<file path="config.mk">
export PLATFORM = sky130hd
export DESIGN_NAME = pipeHazardInterlock
export DESIGN_NICKNAME = d
export VERILOG_FILES = /design/src/rtl/pipeHazardPkg.sv /design/src/rtl/hazardScoreboard.sv /design/src/rtl/hazardControl.sv /design/src/rtl/pipeHazardInterlock.sv
export SDC_FILE = /design/constraint.sdc
export NUM_CORES = 1
export LEC_CHECK = 0
export BUFFER_PORTS_ARGS = -buffer_cell sky130_fd_sc_hd__buf_4
export CELL_PAD_IN_SITES_DETAIL_PLACEMENT = 0
export CELL_PAD_IN_SITES_GLOBAL_PLACEMENT = 1
export CORE_MARGIN = 3
export CORE_UTILIZATION = 40
export DETAILED_ROUTE_END_ITERATION = 16
export PLACE_DENSITY = 0.79
export SLEW_MARGIN = 10
export SYNTH_ARGS = -nofsm -noshare
export SYNTH_HDL_FRONTEND = slang
export SYNTH_SLANG_ARGS = --single-unit
export TNS_END_PERCENT = 5
</file>
<file path="constraint.sdc">
create_clock -name clk -period 3 [get_ports clk]
set_clock_uncertainty 0.15 [all_clocks]
set_input_delay 0.45 -clock clk [delete_from_list [all_inputs] [get_ports clk]]
set_output_delay 0.45 -clock clk [all_outputs]
set_load 0.01 [all_outputs]
</file>
<file path="src/rtl/pipeHazardPkg.sv">
package pipeHazardPkg;

  // Strobes sent from the hazard control to the scoreboard datapath.
  typedef struct packed {
    logic       loadMul;   // multiply issued: start countdown on dstIdx
    logic       clearDst;  // single-cycle writer issued: cancel dstIdx
    logic [7:0] dstIdx;    // destination register index
  } sbStrobe_t;

endpackage

</file>
<file path="src/rtl/hazardScoreboard.sv">
module hazardScoreboard #(
  parameter int NumRegs    = 32,
  parameter int MulLatency = 2
) (
  input  logic                     clk,
  input  logic                     rstN,
  input  pipeHazardPkg::sbStrobe_t strobe,
  output logic [NumRegs-1:0]       busy
);
  localparam int CntW = (MulLatency > 2) ? $clog2(MulLatency) : 1;
  localparam logic [CntW-1:0] LoadVal = CntW'(MulLatency - 1);

  // Register 0 is hard-wired: it never reads as pending.
  assign busy[0] = 1'b0;

  for (genvar r = 1; r < NumRegs; r++) begin : g_reg
    logic [CntW-1:0] remain;
    logic            hit;

    assign hit = (strobe.dstIdx == 8'(r));

    always_ff @(posedge clk) begin
      if (!rstN) begin
        remain <= '0;
      end else if (strobe.loadMul && hit) begin
        remain <= LoadVal;
      end else if (strobe.clearDst && hit) begin
        remain <= '0;
      end else if (remain != '0) begin
        remain <= remain - 1'b1;
      end
    end

    assign busy[r] = (remain != '0);
  end
endmodule

</file>
<file path="src/rtl/hazardControl.sv">
module hazardControl #(
  parameter int NumRegs = 32,
  parameter int RegIdxW = $clog2(NumRegs)
) (
  input  logic                      ofValid,
  input  logic [RegIdxW-1:0]        ofRsA,
  input  logic                      ofUseA,
  input  logic [RegIdxW-1:0]        ofRsB,
  input  logic                      ofUseB,
  input  logic [RegIdxW-1:0]        ofRd,
  input  logic                      ofWrite,
  input  logic                      ofIsMul,
  input  logic                      flush,
  input  logic [NumRegs-1:0]        busy,
  output logic                      holdOf,
  output logic                      issue,
  output pipeHazardPkg::sbStrobe_t  strobe
);
  logic hazA;
  logic hazB;
  logic dstLive;

  assign hazA    = ofUseA && (ofRsA != '0) && busy[ofRsA];
  assign hazB    = ofUseB && (ofRsB != '0) && busy[ofRsB];
  assign holdOf  = ofValid && !flush && (hazA || hazB);
  assign issue   = ofValid && !flush && !(hazA || hazB);
  assign dstLive = issue && ofWrite && (ofRd != '0);

  always_comb begin
    strobe          = '0;
    strobe.dstIdx   = 8'(ofRd);
    strobe.loadMul  = dstLive && ofIsMul;
    strobe.clearDst = dstLive && !ofIsMul;
  end
endmodule

</file>
<file path="src/rtl/pipeHazardInterlock.sv">
module pipeHazardInterlock #(
  parameter int NumRegs    = 32,
  parameter int MulLatency = 2,
  parameter int RegIdxW    = $clog2(NumRegs)
) (
  input  logic               clk,
  input  logic               rstN,
  input  logic               ofValid,
  input  logic [RegIdxW-1:0] ofRsA,
  input  logic               ofUseA,
  input  logic [RegIdxW-1:0] ofRsB,
  input  logic               ofUseB,
  input  logic [RegIdxW-1:0] ofRd,
  input  logic               ofWrite,
  input  logic               ofIsMul,
  input  logic               flush,
  output logic               stallFetch,
  output logic               stallOperand,
  output logic               exBubble,
  output logic               exIssue
);
  pipeHazardPkg::sbStrobe_t strobe;
  logic [NumRegs-1:0]       busy;
  logic                     holdOf;
  logic                     issue;

  hazardControl #(.NumRegs(NumRegs), .RegIdxW(RegIdxW)) ctrl_i (
    .ofValid (ofValid),
    .ofRsA   (ofRsA),
    .ofUseA  (ofUseA),
    .ofRsB   (ofRsB),
    .ofUseB  (ofUseB),
    .ofRd    (ofRd),
    .ofWrite (ofWrite),
    .ofIsMul (ofIsMul),
    .flush   (flush),
    .busy    (busy),
    .holdOf  (holdOf),
    .issue   (issue),
    .strobe  (strobe)
  );

  hazardScoreboard #(.NumRegs(NumRegs), .MulLatency(MulLatency)) sb_i (
    .clk    (clk),
    .rstN   (rstN),
    .strobe (strobe),
    .busy   (busy)
  );

  assign stallOperand = holdOf;
  assign stallFetch   = holdOf;
  assign exIssue      = issue;
  assign exBubble     = !issue;
endmodule

</file>
==> results by stage <==
Logic synthesis:
- After synthesis the cells add up to 1700 µm².
- The flip-flop and latch count after synthesis is 31.
- In this run, synthesis inferred 0 flip-flops with an integrated enable.
- The net count after synthesis is 201.
- The primary flip-flop cell chosen by synthesis mapping is sky130_fd_sc_hd__dfxtp_1.
- The cell type with the highest aggregate area in the netlist is sky130_fd_sc_hd__dfxtp_1.
- Synthesis produced a netlist whose cell count is 178.
- Summed over its instances, the top area cell type makes up 36.5% of the synthesized netlist area.
- Counting distinct cell types in the post-synthesis netlist gives 32.
- After synthesis, the share of flip-flops with an asynchronous set or reset is 0%.
- By area the synthesized netlist is led by sky130_fd_sc_hd__dfxtp_1 36%, sky130_fd_sc_hd__mux4_2 19%, sky130_fd_sc_hd__nor3_1 7.9%.
- The Yosys step of the flow raised 0 warnings.
- In this run the mean area of a mapped cell was 9.55 µm².
- Summing the sequential cell areas from Yosys gives 36.5% of the chip area.

Place:
- The post-DP HPWL is 3190 µm.
- During placement, the flow inserted port buffers numbering 26.
- Including well taps, the total number of placed cells is 241.
- The final weighted congestion of routability-driven global placement is 0.883.
- OpenSTA, run right after detailed placement, puts the worst setup slack at 0.0425 ns.

Global routing:
- The first global-routing pass estimated 6780 µm of wire.
- The via count of the first global-routing pass came to 1377.
- The global route total overflow is 0.
- Global routing consumed, over all layers together, 17.1% of the routing resources.
- The initial antenna violation count is 0.
- The maximum number of pins on one net before global-route repair is 32.

Drt:
- After detailed routing, the total wire length is 4010 µm.
- The number of DRC violations after detailed routing is 0.
- The routed layout has 1393 vias.
- The per-cell via count in the routed design is 5.62.
- The detailed router finished its first iteration with 65 violations.
- The detail route stage leaves a number of antenna-violating nets equal to 0.
- The average wire per cell in the routed design is 16.2 µm.
- For this run, the detailed router's first-pass iteration total came to 4.

Timing:
- The post-route fraction of the period consumed by the critical path is 98.0%.
- The final count of negative-setup-slack endpoints is 0.
- Setup repair after global routing left no endpoint under its margin.
- The number of max-slew violations in the final report is 0.
- The final count of hold timing violations is 0.
- For the final routed database, the setup TNS stands at 0 ns.
- The clock period minus final worst setup slack is 2.94 ns.
- Timing would allow up to 340 MHz.
- At the pin with the least slew margin, the transition time is 0.676 ns.
- The smallest setup slack after layout is 0.0600 ns.
- The tightest slew margin relative to the limit is 54.6%.

Critical path:
- The launching element type of the critical path is a primary input.
- The peak fanout along the critical path is 6.
- The category of the critical setup timing path is in -> out.
- The maximum cell stage delay along the critical path is 0.52 ns.
- For the worst setup path, the data arrival time is 2.34 ns.
- For this design, the slowest cell found on the critical path is sky130_fd_sc_hd__mux4_2.
- Walking the worst path, the cells encountered are buf_4 -> mux4_2 -> mux4_2 -> nor2_1 -> a311oi_4 -> or3_1 -> buf_4.
- STA puts the critical path data required time at 2.40 ns.
- STA classifies the critical path endpoint as an output port.

Power:
- For this design the ratio of total power to cell area is 417 nW/µm².
- The leakage dissipation is 0.712 nW.
- The largest vdd supply drop is 0.145 mV.

Floorplan:
- The width of the die is 71.2 µm.
- Pin placement for this block handled 27 I/O pins.
- The die area is 5070 µm².
- The initial utilization of the core area, before any placement, comes to 41.9%.
- From bottom edge to top edge, the die measures 71.2 µm.
- The floorplan step defined a core boundary enclosing 4060 µm².
- Row generation in the floorplan step produced 23 rows.

Clock network:
- The clock reaches the later pin of the worst-skew pair after 0.27 ns.
- The number of buffers added for setup after CTS is 0.
- The clock net in this run drives a total of 31 sinks.
- The TritonCTS clock tree is yes.
- The number of hold buffers added after cts is 0.
- The CTS buffer count is 5.
- CTS placed an instance of sky130_fd_sc_hd__clkbuf_8 at the clock tree root.
- The clock tree synthesis step divided the H-tree into 2 levels.
- No sink is reached through more buffers than the 2 on the longest clock path.
- The post-cts gate resize count is 0.
- After clock tree synthesis, the clock-pin slew on the worst setup and hold paths is 0.06 ns.

Finish:
- The largest registers in the layout are sb_i.g.remain (31).
- The signed area change from the synthesized netlist to the final layout is 18.3%.
- The register with the most flip-flops in the final layout is sb_i.g.remain.
- The final core utilization is 49.6%.
- 0 antenna diodes ended up in the layout.
- For this run, the post-layout net count is 221.
- The share of post-route cells with drive strength above 1 is 30.8%.
- The register with the most flip-flops in the layout has 31 of them.
- The number of non-filler instances in the completed layout is 248.

Min path:
- The path type of the worst min-delay path is in -> reg.

Flow run:
- Max-cap violations in this run came to 0.

Outcome:
- The flow ran to the end, and the final reports show no timing, DRC or antenna violations.
path summary, 6_finish.rpt:
path / startpoint / to / slack [ns] / cells past startpoint
max: ofRsB[0] / exBubble / 0.06 / 7
min: ofRd[4] / sb_i.g_reg[23].remain / 0.33 / 3
max reg2reg: sb_i.g_reg[31].remain / sb_i.g_reg[31].remain / 0.66 / 6
min reg2reg: sb_i.g_reg[1].remain / sb_i.g_reg[20].remain / 1.11 / 5
final cells by class:
type / instances / area [µm²]
Tap cell: 50 / 62.6
Sequential cell: 31 / 621
Inverter: 4 / 15.0
Clock buffer: 6 / 82.6
Clock inverter: 1 / 5.00
Multi-Input combinational cell: 127 / 1010
Timing Repair Buffer: 29 / 218
Fill cell: 374 / 2050
kinds of logic (layout without fill, tap and decap cells):
group	after synthesis	after routing	synth area share (%)
simple gates	97	97	30.7
mux	20	20	22.2
flops	31	31	36.5
buf+inv	20	40	5.89
compound gates	10	10	4.71
Yosys cell counts, drive strengths merged (5+ instances only):
cell	count
nand2	28
nor2	6
nor3	27
clkbuf	8
nand3	5
buf	8
dfxtp	31
nor4	9
nor2b	6
mux4	14
layout by cell type (no fill, tap or decap), types with 5 or more instances in the layout:
| cell type | netlist | routed |
|---|---|---|
| sky130_fd_sc_hd__mux4_2 | 14 | 14 |
| sky130_fd_sc_hd__clkbuf_8 | 0 | 6 |
| sky130_fd_sc_hd__nand2_1 | 28 | 28 |
| sky130_fd_sc_hd__nor3_1 | 27 | 27 |
| sky130_fd_sc_hd__buf_4 | 1 | 29 |
| sky130_fd_sc_hd__nor4_2 | 5 | 5 |
| sky130_fd_sc_hd__dfxtp_1 | 31 | 31 |
| sky130_fd_sc_hd__nor2b_1 | 6 | 6 |
| sky130_fd_sc_hd__nand3_1 | 5 | 5 |
| sky130_fd_sc_hd__nor2_1 | 6 | 6 |
layer usage:
metal	GRT usage, %	routed length [µm]	up-vias
li1	-	-	693
met1	21.9	1810	652
met2	28.7	1960	40
met3	1.85	172	8
met4	8.56	70	0
met5	0	0	-
critical path, delay by kind of cell:
family / cells / cell delay, ns
buf+inv: 2 / 0.30
compound gates: 1 / 0.07
simple gates: 2 / 0.55
mux: 2 / 0.97
report_power, final:
group | leakage [nW] | total, mW | switching, mW | internal, mW
clock network | 0.0470 | 0.320 | 0.140 | 0.179
registers | 0.250 | 0.412 | 0.000183 | 0.412
logic | 0.416 | 0.107 | 0.0600 | 0.0466
total | 0.712 | 0.838 | 0.200 | 0.638
through the flow:
stage	instance area, µm²	hold WS, ns	total power [mW]
after floorplan	1700	0.465	0.486
after global routing	2010	0.344	0.868
after CTS	2010	0.315	0.846
after detailed placement	1920	0.612	0.528
after global placement	1920	0.619	0.525
final	2010	0.326	0.838
Note: power is estimated with default switching activity, not from simulation.
